### config.mk
export PLATFORM = sky130hd
export DESIGN_NAME = refresh_rescaler
export DESIGN_NICKNAME = d
export VERILOG_FILES = /design/src/rtl/rr_pkg.sv /design/src/rtl/rr_rst_sync.sv /design/src/rtl/rr_divider.sv /design/src/rtl/rr_baseline.sv /design/src/rtl/refresh_rescaler.sv
export SDC_FILE = /design/constraint.sdc
export NUM_CORES = 1
export LEC_CHECK = 0
export BUFFER_PORTS_ARGS = -buffer_cell sky130_fd_sc_hd__buf_4
export CAP_MARGIN = 10
export CORE_MARGIN = 1
export CORE_UTILIZATION = 68
export CTS_BUF_LIST = sky130_fd_sc_hd__clkbuf_4
export CTS_CLUSTER_DIAMETER = 120
export CTS_CLUSTER_SIZE = 10
export DETAILED_ROUTE_END_ITERATION = 8
export PLACE_DENSITY = 0.95
export SYNTH_ARGS = -nofsm -noshare
export SYNTH_HDL_FRONTEND = slang
export SYNTH_HIERARCHICAL = 1
export SYNTH_SLANG_ARGS = --single-unit
### constraint.sdc
create_clock -name clk -period 22.9 [get_ports clk]
set_clock_uncertainty 0.05 [all_clocks]
set_input_delay 1.145 -clock clk [delete_from_list [all_inputs] [get_ports clk]]
set_output_delay 1.145 -clock clk [all_outputs]
set_load 0.01 [all_outputs]
### src/rtl/rr_pkg.sv
package rr_pkg;
  localparam int unsigned SCALE = 1000;

  typedef enum logic [1:0] {
    ST_IDLE = 2'd0,
    ST_DIV1 = 2'd1,
    ST_DIV2 = 2'd2,
    ST_WRITE = 2'd3
  } rr_state_e;
endpackage

### src/rtl/rr_rst_sync.sv
module rr_rst_sync (
  input  logic clk,
  input  logic rst_ni,
  output logic rst_no
);
  logic meta_q;
  logic sync_q;

  always_ff @(posedge clk or negedge rst_ni) begin
    if (!rst_ni) begin
      meta_q <= 1'b0;
      sync_q <= 1'b0;
    end else begin
      meta_q <= 1'b1;
      sync_q <= meta_q;
    end
  end

  assign rst_no = sync_q;
endmodule

### src/rtl/rr_divider.sv
module rr_divider #(
  parameter int DW = 32,
  parameter int VW = 32
) (
  input  logic          clk,
  input  logic          rst_n,
  input  logic          start,
  input  logic [DW-1:0] dividend,
  input  logic [VW-1:0] divisor,
  output logic          done,
  output logic [DW-1:0] quotient
);
  localparam int CW = $clog2(DW + 1);

  logic [DW-1:0] quo_q, quo_d;
  logic [VW:0]   rem_q, rem_d;
  logic [VW-1:0] dvs_q, dvs_d;
  logic [CW-1:0] cnt_q, cnt_d;
  logic          run_q, run_d;
  logic          done_q, done_d;
  logic [VW:0]   rem_sh;
  logic          fits;

  always_comb begin
    rem_sh = {rem_q[VW-1:0], quo_q[DW-1]};
    fits   = (rem_sh >= {1'b0, dvs_q});
    quo_d  = quo_q;
    rem_d  = rem_q;
    dvs_d  = dvs_q;
    cnt_d  = cnt_q;
    run_d  = run_q;
    done_d = 1'b0;
    if (start) begin
      quo_d = dividend;
      rem_d = '0;
      dvs_d = divisor;
      cnt_d = CW'(DW);
      run_d = 1'b1;
    end else if (run_q) begin
      rem_d = fits ? (rem_sh - {1'b0, dvs_q}) : rem_sh;
      quo_d = {quo_q[DW-2:0], fits};
      cnt_d = cnt_q - CW'(1);
      if (cnt_q == CW'(1)) begin
        run_d  = 1'b0;
        done_d = 1'b1;
      end
    end
  end

  always_ff @(posedge clk or negedge rst_n) begin
    if (!rst_n) begin
      quo_q  <= '0;
      rem_q  <= '0;
      dvs_q  <= '0;
      cnt_q  <= '0;
      run_q  <= 1'b0;
      done_q <= 1'b0;
    end else begin
      if (start || run_q) begin
        quo_q <= quo_d;
        rem_q <= rem_d;
        dvs_q <= dvs_d;
        cnt_q <= cnt_d;
      end
      run_q  <= run_d;
      done_q <= done_d;
    end
  end

  assign done     = done_q;
  assign quotient = quo_q;

  AST_DIV_DONE_PULSE: assert property (@(posedge clk) disable iff (!rst_n)
    done_q |=> !done_q);
  AST_DIV_RUN_COUNT: assert property (@(posedge clk) disable iff (!rst_n)
    run_q |-> (cnt_q != '0));
  AST_DIV_DONE_IDLE: assert property (@(posedge clk) disable iff (!rst_n)
    done_q |-> !run_q);
endmodule

### src/rtl/rr_baseline.sv
module rr_baseline
  import rr_pkg::*;
#(
  parameter int NUM_CH = 2,
  parameter int CH_W   = 2,
  parameter int FREQ_W = 32,
  parameter int CNT_W  = 16,
  parameter int SC_W   = CNT_W + 10
) (
  input  logic              clk,
  input  logic              rst_n,
  input  logic              cap_valid,
  input  logic [CH_W-1:0]   cap_chan,
  input  logic [FREQ_W-1:0] cap_freq,
  input  logic [CNT_W-1:0]  cap_count,
  input  logic [CH_W-1:0]   rd_chan,
  output logic [FREQ_W-1:0] rd_freq,
  output logic [SC_W-1:0]   rd_scaled,
  output logic              cap_bad
);
  logic [FREQ_W-1:0] freq_q   [NUM_CH];
  logic [SC_W-1:0]   scaled_q [NUM_CH];
  logic [SC_W-1:0]   cap_scaled;

  assign cap_scaled = SC_W'(cap_count) * SC_W'(SCALE);
  assign cap_bad    = cap_valid && !(int'(cap_chan) < NUM_CH);

  for (genvar g = 0; g < NUM_CH; g++) begin : g_entry
    logic load;
    assign load = cap_valid && (cap_chan == CH_W'(g));

    always_ff @(posedge clk or negedge rst_n) begin
      if (!rst_n) begin
        freq_q[g]   <= '0;
        scaled_q[g] <= '0;
      end else if (load) begin
        freq_q[g]   <= cap_freq;
        scaled_q[g] <= cap_scaled;
      end
    end

    AST_CAP_BAD_KEEPS: assert property (@(posedge clk) disable iff (!rst_n)
      cap_bad |=> $stable(freq_q[g]) && $stable(scaled_q[g]));
  end

  always_comb begin
    rd_freq   = '0;
    rd_scaled = '0;
    for (int i = 0; i < NUM_CH; i++) begin
      if (rd_chan == CH_W'(i)) begin
        rd_freq   = freq_q[i];
        rd_scaled = scaled_q[i];
      end
    end
  end
endmodule

### src/rtl/refresh_rescaler.sv
module refresh_rescaler
  import rr_pkg::*;
#(
  parameter int          NUM_CH   = 2,
  parameter int          CH_W     = 2,
  parameter int          FREQ_W   = 32,
  parameter int          CNT_W    = 16,
  parameter int          REG_W    = 32,
  parameter int          ADDR_W   = 32,
  parameter logic [31:0] WIN_SPAN = 32'h0001_0000,
  parameter logic [31:0] REG_OFS  = 32'h0000_0030
) (
  input  logic              clk,
  input  logic              rst_n,
  input  logic              cap_valid,
  input  logic [CH_W-1:0]   cap_chan,
  input  logic [FREQ_W-1:0] cap_freq_hz,
  input  logic [CNT_W-1:0]  cap_count,
  input  logic              req_valid,
  input  logic [CH_W-1:0]   req_chan,
  input  logic [FREQ_W-1:0] req_khz,
  output logic              busy,
  output logic              err,
  output logic              wr_en,
  output logic [ADDR_W-1:0] wr_addr,
  output logic [REG_W-1:0]  wr_data
);
  localparam int SC_W = CNT_W + 10;

  logic rst_s;

  rr_state_e         state_q, state_d;
  logic [CH_W-1:0]   chan_q, chan_d;
  logic [SC_W-1:0]   scaled_q, scaled_d;
  logic [SC_W-1:0]   result_q, result_d;
  logic              err_q, err_d;

  logic [FREQ_W-1:0] base_freq;
  logic [SC_W-1:0]   base_scaled;
  logic              cap_bad;
  logic              idle, chan_ok, req_ok, req_bad;
  logic              d1_done, d2_done, d2_start;
  logic [FREQ_W-1:0] d1_quot;
  logic [SC_W-1:0]   d2_quot;

  rr_rst_sync u_rst (
    .clk    (clk),
    .rst_ni (rst_n),
    .rst_no (rst_s)
  );

  rr_baseline #(
    .NUM_CH (NUM_CH),
    .CH_W   (CH_W),
    .FREQ_W (FREQ_W),
    .CNT_W  (CNT_W),
    .SC_W   (SC_W)
  ) u_base (
    .clk       (clk),
    .rst_n     (rst_s),
    .cap_valid (cap_valid),
    .cap_chan  (cap_chan),
    .cap_freq  (cap_freq_hz),
    .cap_count (cap_count),
    .rd_chan   (req_chan),
    .rd_freq   (base_freq),
    .rd_scaled (base_scaled),
    .cap_bad   (cap_bad)
  );

  assign idle    = (state_q == ST_IDLE);
  assign chan_ok = (int'(req_chan) < NUM_CH);
  assign req_ok  = req_valid && idle && chan_ok && (req_khz != '0);
  assign req_bad = req_valid && idle && !(chan_ok && (req_khz != '0));

  rr_divider #(.DW(FREQ_W), .VW(FREQ_W)) u_div_ratio (
    .clk      (clk),
    .rst_n    (rst_s),
    .start    (req_ok),
    .dividend (base_freq),
    .divisor  (req_khz),
    .done     (d1_done),
    .quotient (d1_quot)
  );

  rr_divider #(.DW(SC_W), .VW(FREQ_W)) u_div_count (
    .clk      (clk),
    .rst_n    (rst_s),
    .start    (d2_start),
    .dividend (scaled_q),
    .divisor  (d1_quot),
    .done     (d2_done),
    .quotient (d2_quot)
  );

  always_comb begin
    state_d  = state_q;
    chan_d   = chan_q;
    scaled_d = scaled_q;
    result_d = result_q;
    err_d    = req_bad || cap_bad;
    d2_start = 1'b0;
    case (state_q)
      ST_IDLE: begin
        if (req_ok) begin
          chan_d   = req_chan;
          scaled_d = base_scaled;
          state_d  = ST_DIV1;
        end
      end
      ST_DIV1: begin
        if (d1_done) begin
          if (d1_quot == '0) begin
            err_d   = 1'b1;
            state_d = ST_IDLE;
          end else begin
            d2_start = 1'b1;
            state_d  = ST_DIV2;
          end
        end
      end
      ST_DIV2: begin
        if (d2_done) begin
          result_d = d2_quot;
          state_d  = ST_WRITE;
        end
      end
      default: state_d = ST_IDLE;
    endcase
  end

  always_ff @(posedge clk or negedge rst_s) begin
    if (!rst_s) begin
      state_q  <= ST_IDLE;
      chan_q   <= '0;
      scaled_q <= '0;
      result_q <= '0;
      err_q    <= 1'b0;
    end else begin
      state_q <= state_d;
      err_q   <= err_d;
      if (req_ok) begin
        chan_q   <= chan_d;
        scaled_q <= scaled_d;
      end
      if (d2_done) begin
        result_q <= result_d;
      end
    end
  end

  assign busy    = !idle;
  assign err     = err_q;
  assign wr_en   = (state_q == ST_WRITE);
  assign wr_data = REG_W'(result_q);
  assign wr_addr = ADDR_W'(chan_q) * ADDR_W'(WIN_SPAN) + ADDR_W'(REG_OFS);

  AST_WR_SINGLE: assert property (@(posedge clk) disable iff (!rst_s)
    wr_en |=> !wr_en);
  AST_WR_IN_BUSY: assert property (@(posedge clk) disable iff (!rst_s)
    wr_en |-> busy);
  AST_IDLE_AFTER_WR: assert property (@(posedge clk) disable iff (!rst_s)
    wr_en |=> !busy);
  AST_ERR_NO_WR: assert property (@(posedge clk) disable iff (!rst_s)
    err |-> !wr_en);
  AST_WR_CHAN_OK: assert property (@(posedge clk) disable iff (!rst_s)
    wr_en |-> (int'(chan_q) < NUM_CH));
  AST_NO_ZERO_DIVISOR: assert property (@(posedge clk) disable iff (!rst_s)
    d2_start |-> (d1_quot != '0));
  AST_BUSY_HOLDS_CHAN: assert property (@(posedge clk) disable iff (!rst_s)
    (busy && $past(busy)) |-> $stable(chan_q));
endmodule

==> report_table.html, run 1 <==
<table>
<tr><th>Metric</th><th>Value</th></tr>
<tr><th colspan="2">Power</th></tr>
<tr><td>Share of total power in combinational logic</td><td>0.341</td></tr>
<tr><td>Leakage Power</td><td>11.7 nW</td></tr>
<tr><td>Cell area power density</td><td>66.5 nW/um2</td></tr>
<tr><td>Largest voltage drop on the vdd net</td><td>around 0.066 mV</td></tr>
<tr><td>Share of total power consumed by net switching</td><td>0.358</td></tr>
<tr><td>Internal power consumption</td><td>1.03 mW</td></tr>
<tr><td>Total net switching power</td><td>~0.57 mW</td></tr>
<tr><td>Relative contribution of the clock network to total power</td><td>0.200</td></tr>
<tr><td>Sequential fraction of design power</td><td>0.459</td></tr>
<tr><th colspan="2">Clock tree</th></tr>
<tr><td>Clock insertion delay at the later pin of the skew report</td><td>0.70 ns</td></tr>
<tr><td>Number of levels the H-tree was split into</td><td>2</td></tr>
<tr><td>Hold-fix buffers at CTS</td><td>0</td></tr>
<tr><td>Cells resized by post-CTS repair</td><td>0</td></tr>
<tr><td>CTS root buf</td><td>sky130_fd_sc_hd__clkbuf_4</td></tr>
<tr><td>Number of clock sinks seen by CTS</td><td>370</td></tr>
<tr><td>Deepest clock path buffer count</td><td>3</td></tr>
<tr><td>Clock buffers created by TritonCTS</td><td>42</td></tr>
<tr><td>CTS tree</td><td>yes</td></tr>
<tr><td>Number of buffers inserted to repair setup after CTS</td><td>0</td></tr>
<tr><td>Clock transition at the register clock pins on the worst setup and hold paths after CTS</td><td>0.11 ns</td></tr>
<tr><th colspan="2">Status</th></tr>
<tr><td>Run status</td><td>finished, final reports clean</td></tr>
<tr><th colspan="2">STA</th></tr>
<tr><td>Slew headroom</td><td>0.197</td></tr>
<tr><td>Post-layout min period</td><td>approximately 4.8 ns</td></tr>
<tr><td>Setup violation total in the final timing report</td><td>0</td></tr>
<tr><td>Worst-Margin Slew</td><td>1.20 ns</td></tr>
<tr><td>Final sum of negative setup slack</td><td>0 ns</td></tr>
<tr><td>Upper clock frequency limit</td><td>around 210 MHz</td></tr>
<tr><td>Worst setup margin</td><td>18.11 ns</td></tr>
<tr><td>RSZ-0062 raised after global routing</td><td>no</td></tr>
<tr><td>Final count of pins violating max slew</td><td>0</td></tr>
<tr><td>Final cycle utilization of the critical path</td><td>0.209</td></tr>
<tr><td>Final Hold Fails</td><td>0</td></tr>
<tr><th colspan="2">Route</th></tr>
<tr><td>DRC violations left</td><td>0</td></tr>
<tr><td>First-iteration detailed-routing DRC count</td><td>between 1500 and 2000</td></tr>
<tr><td>Detailed-route wire length</td><td>between 50000 and 60000 um</td></tr>
<tr><td>Post-DR vias/cell</td><td>a little over 6</td></tr>
<tr><td>Post-route antenna net violation count</td><td>0</td></tr>
<tr><td>Pre-antenna DRT Iters</td><td>5</td></tr>
<tr><td>Vias</td><td>between 15000 and 20000</td></tr>
<tr><td>Detailed-route wire length per cell</td><td>18.2 um</td></tr>
<tr><th colspan="2">Job</th></tr>
<tr><td>Max-capacitance violation count</td><td>0</td></tr>
<tr><th colspan="2">Global route</th></tr>
<tr><td>Global-route wire length before repair</td><td>89700 um</td></tr>
<tr><td>Via count of the first global-routing pass</td><td>around 18000</td></tr>
<tr><td>Global routing met3 resource utilization</td><td>0.0478</td></tr>
<tr><td>Met1 Usage GRT</td><td>0.453</td></tr>
<tr><td>Largest net degree at the start of global routing</td><td>100</td></tr>
<tr><td>Overflow left after global routing</td><td>0</td></tr>
<tr><td>GRT Max-Usage Layer</td><td>met2</td></tr>
<tr><td>Antenna violations before repair</td><td>2</td></tr>
<tr><td>Global-route usage over all layers</td><td>0.326</td></tr>
<tr><td>Global routing usage on met2</td><td>0.526</td></tr>
<tr><th colspan="2">Synthesis</th></tr>
<tr><td>Top flip-flop cell by instance count after synthesis</td><td>sky130_fd_sc_hd__dfrtp_1</td></tr>
<tr><td>Mean area per synthesized cell</td><td>9.09 um2</td></tr>
<tr><td>Syn Std Cell Area</td><td>between 20000 and 25000 um2</td></tr>
<tr><td>Number of unique standard cell types used by synthesis</td><td>92</td></tr>
<tr><td>Post-synth EDFFs</td><td>0</td></tr>
<tr><td>Seq/Total Area, Yosys</td><td>0.407</td></tr>
<tr><td>Register bit count reported by yosys</td><td>370</td></tr>
<tr><td>Count of mapped cells out of synthesis</td><td>2506</td></tr>
<tr><td>Number of synthesis warnings</td><td>6</td></tr>
<tr><td>Asr flop ratio synth</td><td>1.00</td></tr>
<tr><th colspan="2">Final layout</th></tr>
<tr><td>Count of nets after finishing</td><td>around 2800</td></tr>
<tr><td>Syn-to-layout area delta</td><td>5.74%</td></tr>
<tr><td>Share of cells above drive strength 1</td><td>0.107</td></tr>
<tr><th colspan="2">Critical path</th></tr>
<tr><td>RR Startpoint</td><td>u_rst/rst_no</td></tr>
<tr><td>Critical-path maximum fanout</td><td>7</td></tr>
<tr><td>Origin of the worst setup path</td><td>cap_count[9]</td></tr>
<tr><td>Worst Path Class, Setup</td><td>input pin to flop</td></tr>
<tr><td>Worst Setup End Kind</td><td>flop</td></tr>
<tr><td>Worst path arrival time</td><td>5.27 ns</td></tr>
<tr><td>Required time at the worst-slack endpoint</td><td>roughly 23 ns</td></tr>
<tr><td>Critical Path Start Type</td><td>input pin</td></tr>
<tr><td>Internal reg-to-reg setup slack</td><td>19.16 ns</td></tr>
<tr><th colspan="2">Die</th></tr>
<tr><td>Die boundary height</td><td>between 150 and 200 um</td></tr>
<tr><td>Area of the core region</td><td>32800 um2</td></tr>
<tr><td>Area of the die</td><td>34200 um2</td></tr>
<tr><td>Horiz. Die Dim</td><td>185 um</td></tr>
<tr><td>Num ports</td><td>between 150 and 200</td></tr>
<tr><td>Initial Utilization</td><td>0.695</td></tr>
<tr><td>Rows</td><td>66</td></tr>
<tr><th colspan="2">Hold path</th></tr>
<tr><td>Worst Hold Class</td><td>input pin to async pin</td></tr>
<tr><th colspan="2">Placement</th></tr>
<tr><td>Placer congestion estimate</td><td>0.922</td></tr>
<tr><td>HPWL after DPL</td><td>38600 um</td></tr>
<tr><td>Place WS</td><td>approximately 17 ns</td></tr>
<tr><td>PortBufs</td><td>between 100 and 150</td></tr>
</table>
## critical path: stages
cell and delay (ns):
sky130_fd_sc_hd__buf_4 0.12, sky130_fd_sc_hd__inv_1 0.19, sky130_fd_sc_hd__fa_1 0.46, sky130_fd_sc_hd__fa_1 0.54, sky130_fd_sc_hd__inv_1 0.06, sky130_fd_sc_hd__fa_1 0.52
sky130_fd_sc_hd__inv_1 0.05, sky130_fd_sc_hd__fa_1 0.50, sky130_fd_sc_hd__inv_1 0.04, sky130_fd_sc_hd__ha_1 0.39, sky130_fd_sc_hd__a211o_1 0.32, sky130_fd_sc_hd__a21oi_1 0.21
sky130_fd_sc_hd__a21boi_0 0.27, sky130_fd_sc_hd__o32ai_2 0.13, sky130_fd_sc_hd__xnor2_1 0.21, sky130_fd_sc_hd__o21ai_1 0.09
## power by group through the flow
stage / clock network (mW) / logic, mW / registers [mW]
3_3_place_gp: 0 / 0.495 / 0.741
4_1_cts: 0.328 / 0.534 / 0.734
6_report: 0.321 / 0.546 / 0.735
2_1_floorplan: 0 / 0.400 / 0.746
5_1_grt: 0.350 / 0.608 / 0.740
3_5_place_dp: 0 / 0.529 / 0.747
## per-layer routing
metal | part of all wire | wire length [um]
met5 | 0 | 0
met4 | 0.028 | 1510
met3 | 0.076 | 4160
met2 | 0.48 | 26000
met1 | 0.42 | 23000
## kinds of logic after synthesis
group                      after synthesis  share of synthesized area
and+or+nand+nor                        860                      0.158
AOI/OAI and AO/OA                      506                      0.145
DFF                                    370                      0.407
buffers and inverters                  341                     0.0655
adders and majority gates              177                      0.116
muxes                                  172                     0.0787
xor gates and xnor gates                76                     0.0292
other                                    4                   0.000659
## cell usage after synthesis, drive strengths merged (20+ instances only)
| master | number | area share |
|---|---|---|
| nand2 | 543 | 0.090 |
| dfrtp | 370 | 0.41 |
| o21ai | 209 | 0.047 |
| inv | 175 | 0.029 |
| nor2 | 166 | 0.027 |
| ha | 121 | 0.066 |
| mux2i | 116 | 0.051 |
| clkbuf | 97 | 0.016 |
| a21oi | 92 | 0.021 |
| buf | 68 | 0.020 |
| fa | 56 | 0.049 |
| mux2 | 56 | 0.028 |
| xnor2 | 52 | 0.020 |
| a311oi | 49 | 0.021 |
| nand3 | 25 | 0.0057 |
| a21o | 24 | 0.0079 |
| xor2 | 24 | 0.0092 |
| nor4 | 20 | 0.0055 |
## layout make-up
type | count | area, um2
multi-input cells | 1831 | 12200
fillers | 2190 | 8700
well taps | 442 | 553
flip-flops and latches | 370 | 9270
diodes | 2 | 5.00
inverters | 176 | 663
clock buffers | 46 | 345
clock inverters | 2 | 60.1
repair buffers | 133 | 998
## flip-flops by register name, summed over array words and instances (netlist names), 2 cells and up
signal	cells
u_base/freq_q	64
u_base/scaled_q	46
u_div_count/dvs_q	32
u_div_count/rem_q	32
u_div_ratio/dvs_q	32
u_div_ratio/quotient	32
u_div_ratio/rem_q	32
result_q	26
scaled_q	26
u_div_count/quotient	26
u_div_ratio/cnt_q	6
u_div_count/cnt_q	5
chan_q	2
state_q	2
## worst paths after layout
check,cells past startpoint,end
max,16,u_base/scaled_q[49]
min reg2reg,0,u_rst/rst_no
min,1,u_rst/meta_q
min in group clk,0,u_rst/rst_no
max reg2reg,3,u_base/freq_q[16]
max in group asynchronous,3,u_base/freq_q[16]
## stage by stage
step | power, mW | instances | instance area, um2 | util | hold WS (ns)
after floorplan | 1.15 | 2542 | 22900 | - | 0.281
after global placement | 1.24 | 2952 | 23700 | 0.722 | 0.291
after detailed placement | 1.28 | 2952 | 23700 | 0.722 | 0.300
after CTS | 1.60 | 3000 | 24100 | 0.734 | 0.135
after global routing | 1.70 | 3001 | 24100 | 0.734 | 0.136
final | 1.60 | 3002 | 24100 | 0.734 | 0.177
## placed cells by master (no fill, tap or decap), drive strengths merged, types with 10 or more instances in the layout
cell,n
mux2,56
nor2b,15
nor4,20
inv,175
nand2,543
nor3,14
a31oi,16
o21ai,209
a21oi,92
a211oi,19
xor2,24
nand4,19
nor2,166
o211ai,16
conb,40
a21o,24
o21a,11
nand2b,12
ha,121
a311oi,49
fa,56
nand3,25
mux2i,116
dfrtp,370
clkbuf,46
buf,133
and2,10
and3,13
xnor2,52
Note: power is estimated with default switching activity, not from simulation.
==> inputs of run 2 (changes only) <==
--- a/config.mk
+++ b/config.mk
@@ -8,12 +8,12 @@
 export BUFFER_PORTS_ARGS = -buffer_cell sky130_fd_sc_hd__buf_4
 export CAP_MARGIN = 10
 export CORE_MARGIN = 1
-export CORE_UTILIZATION = 68
+export CORE_UTILIZATION = 57
 export CTS_BUF_LIST = sky130_fd_sc_hd__clkbuf_4
 export CTS_CLUSTER_DIAMETER = 120
 export CTS_CLUSTER_SIZE = 10
 export DETAILED_ROUTE_END_ITERATION = 8
-export PLACE_DENSITY = 0.95
+export PLACE_DENSITY = 0.87
 export SYNTH_ARGS = -nofsm -noshare
 export SYNTH_HDL_FRONTEND = slang
 export SYNTH_HIERARCHICAL = 1
==> constraint.sdc (replaced) <==
create_clock -name clk -period 4.3 [get_ports clk]
set_clock_uncertainty 0.05 [all_clocks]
set_input_delay 0.215 -clock clk [delete_from_list [all_inputs] [get_ports clk]]
set_output_delay 0.215 -clock clk [all_outputs]
set_load 0.01 [all_outputs]
==> run 2 against run 1 <==
Compared with the run above:
- setup slack lost 18 ns
- critical path depth down 1
- non-clock buffer count is 101 higher
- via count fell by 0.65%
- sequential share of layout area decreased by 1.7 points
- clock-buffer cell count is 2 higher
- die area up 19%
- core utilization fell by 8.9 points
- combinational power rose to 6.0 times the previous value
- clock power rose to 5.1 times the previous value
- final cell count increased by 5.9%
- sequential power increased to 5.3 times the previous value
- largest power group unchanged
==> report_table.html, run 2 (synthesis results as in run 1) <==
<table>
<tr><th>Metric</th><th>Value</th></tr>
<tr><th colspan="2">Status</th></tr>
<tr><td>Run status</td><td>finished, final reports clean (unchanged)</td></tr>
<tr><th colspan="2">Power</th></tr>
<tr><td>Cell area power density</td><td>350 nW/um2 (was 66.5 nW/um2)</td></tr>
<tr><td>Share of total power in combinational logic</td><td>0.371 (was 0.341)</td></tr>
<tr><td>Total net switching power</td><td>3.21 mW (was 0.574 mW)</td></tr>
<tr><td>Share of total power consumed by net switching</td><td>0.364 (was 0.358)</td></tr>
<tr><td>Relative contribution of the clock network to total power</td><td>0.185 (was 0.200)</td></tr>
<tr><td>Internal power consumption</td><td>5.60 mW (was 1.03 mW)</td></tr>
<tr><td>Largest voltage drop on the vdd net</td><td>0.371 mV (was 0.0656 mV)</td></tr>
<tr><td>Leakage Power</td><td>12.2 nW (was 11.7 nW)</td></tr>
<tr><td>Sequential fraction of design power</td><td>0.443 (was 0.459)</td></tr>
<tr><th colspan="2">Route</th></tr>
<tr><td>Post-route antenna net violation count</td><td>0 (unchanged)</td></tr>
<tr><td>First-iteration detailed-routing DRC count</td><td>1639 (was 1832)</td></tr>
<tr><td>DRC violations left</td><td>0 (unchanged)</td></tr>
<tr><td>Pre-antenna DRT Iters</td><td>5 (unchanged)</td></tr>
<tr><td>Post-DR vias/cell</td><td>5.81 (was 6.19)</td></tr>
<tr><td>Vias</td><td>18500 (was 18600)</td></tr>
<tr><td>Detailed-route wire length</td><td>55500 um (was 54700 um)</td></tr>
<tr><td>Detailed-route wire length per cell</td><td>17.5 um (was 18.2 um)</td></tr>
<tr><th colspan="2">Job</th></tr>
<tr><td>Max-capacitance violation count</td><td>0 (unchanged)</td></tr>
<tr><th colspan="2">Global route</th></tr>
<tr><td>Via count of the first global-routing pass</td><td>18400 (was 18100)</td></tr>
<tr><td>Antenna violations before repair</td><td>3 (was 2)</td></tr>
<tr><td>Largest net degree at the start of global routing</td><td>101 (was 100)</td></tr>
<tr><td>Overflow left after global routing</td><td>0 (unchanged)</td></tr>
<tr><td>Global-route wire length before repair</td><td>91500 um (was 89700 um)</td></tr>
<tr><td>Global-route usage over all layers</td><td>0.272 (was 0.326)</td></tr>
<tr><th colspan="2">Final layout</th></tr>
<tr><td>Flip-flop and latch area</td><td>9270 um2 (unchanged)</td></tr>
<tr><td>Count of nets after finishing</td><td>2920 (was 2819)</td></tr>
<tr><td>Final instance area</td><td>25200 um2 (was 24100 um2)</td></tr>
<tr><td>Area occupied by multi-input gates</td><td>12200 um2 (about the same)</td></tr>
<tr><td>Count of fill cells added during filler insertion</td><td>3014 (was 2190)</td></tr>
<tr><td>Post-Layout Cell Count</td><td>3178 (was 3002)</td></tr>
<tr><td>Number of flip-flops in the largest register</td><td>64 (unchanged)</td></tr>
<tr><td>Commonest cells after routing, fill and taps aside</td><td>sky130_fd_sc_hd__nand2_1 (543), sky130_fd_sc_hd__dfrtp_1 (367), sky130_fd_sc_hd__o21ai_0 (187), sky130_fd_sc_hd__inv_1 (173), sky130_fd_sc_hd__nor2_1 (164) (was sky130_fd_sc_hd__nand2_1 (543), sky130_fd_sc_hd__dfrtp_1 (367), sky130_fd_sc_hd__o21ai_0 (187), sky130_fd_sc_hd__inv_1 (174), sky130_fd_sc_hd__nor2_1 (164))</td></tr>
<tr><td>Register name with the most flops</td><td>u_base/freq_q (unchanged)</td></tr>
<tr><td>Commonest non-fill, non-tap cell in the layout</td><td>sky130_fd_sc_hd__nand2_1 (unchanged)</td></tr>
<tr><td>Share of cells above drive strength 1</td><td>0.115 (was 0.107)</td></tr>
<tr><td>Syn-to-layout area delta</td><td>10.5% (was 5.74%)</td></tr>
<tr><td>Registers with the most flip-flops</td><td>u_base/freq_q x64, u_base/scaled_q x46 (unchanged)</td></tr>
<tr><th colspan="2">Die</th></tr>
<tr><td>Area of the die</td><td>40800 um2 (was 34200 um2)</td></tr>
<tr><td>Area of the core region</td><td>39000 um2 (was 32800 um2)</td></tr>
<tr><td>Horiz. Die Dim</td><td>202 um (was 185 um)</td></tr>
<tr><td>Rows</td><td>72 (was 66)</td></tr>
<tr><td>Die boundary height</td><td>202 um (was 185 um)</td></tr>
<tr><td>Num ports</td><td>155 (unchanged)</td></tr>
<tr><td>Initial Utilization</td><td>0.584 (was 0.695)</td></tr>
<tr><th colspan="2">Placement</th></tr>
<tr><td>HPWL after DPL</td><td>39100 um (was 38600 um)</td></tr>
<tr><td>Number of cells in the design after placement</td><td>3053 (was 2952)</td></tr>
<tr><td>Placer congestion estimate</td><td>0.899 (was 0.922)</td></tr>
<tr><td>Placed standard-cell area</td><td>24000 um2 (was 23700 um2)</td></tr>
<tr><td>PortBufs</td><td>118 (unchanged)</td></tr>
<tr><th colspan="2">STA</th></tr>
<tr><td>RSZ-0062 raised after global routing</td><td>no (unchanged)</td></tr>
<tr><td>Slew headroom</td><td>0.298 (was 0.197)</td></tr>
<tr><td>Worst-Margin Slew</td><td>1.05 ns (was 1.20 ns)</td></tr>
<tr><td>Setup violation total in the final timing report</td><td>0 (unchanged)</td></tr>
<tr><td>Final cycle utilization of the critical path</td><td>0.977</td></tr>
<tr><td>Post-layout min period</td><td>4.20 ns</td></tr>
<tr><td>Upper clock frequency limit</td><td>238 MHz</td></tr>
<tr><td>Final Hold Fails</td><td>0 (unchanged)</td></tr>
<tr><td>Final count of pins violating max slew</td><td>0 (unchanged)</td></tr>
<tr><th colspan="2">Critical path</th></tr>
<tr><td>Worst Setup End Kind</td><td>flop (unchanged)</td></tr>
<tr><td>Sequence of cells on the critical path</td><td>dlygate4sd3_1 -&gt; buf_4 -&gt; inv_1 -&gt; fa_1 -&gt; fa_1 -&gt; fa_1 -&gt; fa_1 -&gt; inv_1 -&gt; ha_4 -&gt; a21o_1 -&gt; a311o_1 -&gt; a21oi_1 -&gt; o21bai_1 -&gt; xnor2_1 -&gt; o21ai_0 (was buf_4 -&gt; inv_1 -&gt; fa_1 -&gt; fa_1 -&gt; inv_1 -&gt; fa_1 -&gt; inv_1 -&gt; fa_1 -&gt; inv_1 -&gt; ha_1 -&gt; a211o_1 -&gt; a21oi_1 -&gt; a21boi_0 -&gt; o32ai_2 -&gt; xnor2_1 -&gt; o21ai_1)</td></tr>
<tr><td>Worst path arrival time</td><td>4.69 ns (was 5.27 ns)</td></tr>
<tr><td>Required time at the worst-slack endpoint</td><td>4.79 ns (was 23.37 ns)</td></tr>
<tr><td>Critical-path maximum fanout</td><td>5 (was 7)</td></tr>
<tr><td>Endpoint of the lowest-slack register-to-register path</td><td>u_div_ratio/rem_q[2] (was u_base/freq_q[16])</td></tr>
<tr><td>CP peak stage delay</td><td>0.58 ns (was 0.54 ns)</td></tr>
<tr><td>Slowest cell on crit path</td><td>sky130_fd_sc_hd__fa_1 (unchanged)</td></tr>
<tr><td>Worst Path Class, Setup</td><td>input pin to flop (unchanged)</td></tr>
<tr><td>Depth of the worst register-to-register path</td><td>9 (was 3)</td></tr>
<tr><td>Internal reg-to-reg setup slack</td><td>0.77 ns (was 19.16 ns)</td></tr>
<tr><td>RR Startpoint</td><td>u_div_ratio/rem_q[19] (was u_rst/rst_no)</td></tr>
<tr><td>Critical Path Start Type</td><td>input pin (unchanged)</td></tr>
<tr><td>Worst path most repeated cell</td><td>sky130_fd_sc_hd__fa_1</td></tr>
<tr><th colspan="2">Clock tree</th></tr>
<tr><td>CTS root buf</td><td>sky130_fd_sc_hd__clkbuf_4 (unchanged)</td></tr>
<tr><td>Clock insertion delay at the later pin of the skew report</td><td>0.73 ns (was 0.70 ns)</td></tr>
<tr><td>Clock buffers created by TritonCTS</td><td>42 (unchanged)</td></tr>
<tr><td>Number of clock sinks seen by CTS</td><td>370 (unchanged)</td></tr>
<tr><td>CTS tree</td><td>yes (unchanged)</td></tr>
<tr><td>Clock transition at the register clock pins on the worst setup and hold paths after CTS</td><td>0.11 ns (about the same)</td></tr>
<tr><td>Number of levels the H-tree was split into</td><td>2 (unchanged)</td></tr>
<tr><td>Deepest clock path buffer count</td><td>3 (unchanged)</td></tr>
<tr><th colspan="2">Hold path</th></tr>
<tr><td>Worst hold stages</td><td>4</td></tr>
<tr><td>Worst Hold Class</td><td>input pin to flop (was input pin to async pin)</td></tr>
<tr><td>Min-Delay Endpoint</td><td>u_div_ratio/quotient[31]</td></tr>
<tr><td>Min-Delay Startpoint</td><td>req_chan[1]</td></tr>
</table>
run 2: repair_timing:
| item | 4_1_cts | 5_1_grt |
|---|---|---|
| endpoints found under the hold margin | 122 | 0 |
| buffers inserted | 0 | 1 |
| hold buffers | 75 | 0 |
| gates resized for setup | 0 | 7 |
| setup endpoints to repair | 0 | 18 |
run 2: cell type report:
cell class                      instances  share of cell area
Inverter                              176              0.0265
Multi-Input combinational cell       1831               0.486
Timing Repair Buffer                  234              0.0788
Tap cell                              518              0.0258
Antenna cell                            1           0.0000995
Sequential cell                       370               0.368
Clock buffer                           48              0.0143
run 2: how the worst max path moves through the flow:
stage | startpoint | endpoint | slack (ns) | cells past startpoint
global placement | cap_count[3] | u_base/scaled_q[44] | 0.02 | 14
finish | cap_count[1] | u_base/scaled_q[20] | 0.1 | 15
detailed placement | cap_count[9] | u_base/scaled_q[49] | -0.18 | 16
floorplan | cap_count[9] | u_base/scaled_q[25] | 0.18 | 15
global route | cap_count[3] | u_base/scaled_q[21] | 0.02 | 15
CTS | cap_count[3] | u_base/scaled_q[48] | 0.1 | 15
run 2: stage by stage:
step	power [mW]	hold WS, ns	setup slack [ns]	TNS (ns)	utilization
after floorplan	6.10	-0.131	0.177	0	-
after global placement	6.86	-0.0502	0.0202	0	0.615
after detailed placement	7.01	-0.0477	-0.184	-1.24	0.615
after CTS	8.69	0.00630	0.0964	0	0.644
after global routing	9.33	0.0540	0.0174	0	0.645
final	8.82	0.0703	0.0988	0	0.645
run 2: per-layer routing:
layer,global-route usage,vias up,wire length (um)
met5,0,-,27
met4,0.0944,4,1630
met3,0.0376,121,3200
met2,0.436,661,26100
met1,0.381,8968,24500
li1,-,8696,-
run 2: power groups by stage:
stage / clock network [mW] / registers, mW / logic (mW)
after global routing: 1.79 / 3.94 / 3.59
after floorplan: 0 / 3.97 / 2.13
final: 1.63 / 3.91 / 3.27
after global placement: 0 / 3.95 / 2.91
after detailed placement: 0 / 3.98 / 3.03
after CTS: 1.68 / 3.91 / 3.11
run 2: worst max-delay path, delay by kind of cell:
family                     cells  cell delay [ns]
buffers and inverters          4             0.84
xor gates and xnor gates       1             0.22
AOI/OAI and AO/OA              5             1.05
adders and majority gates      5             2.38
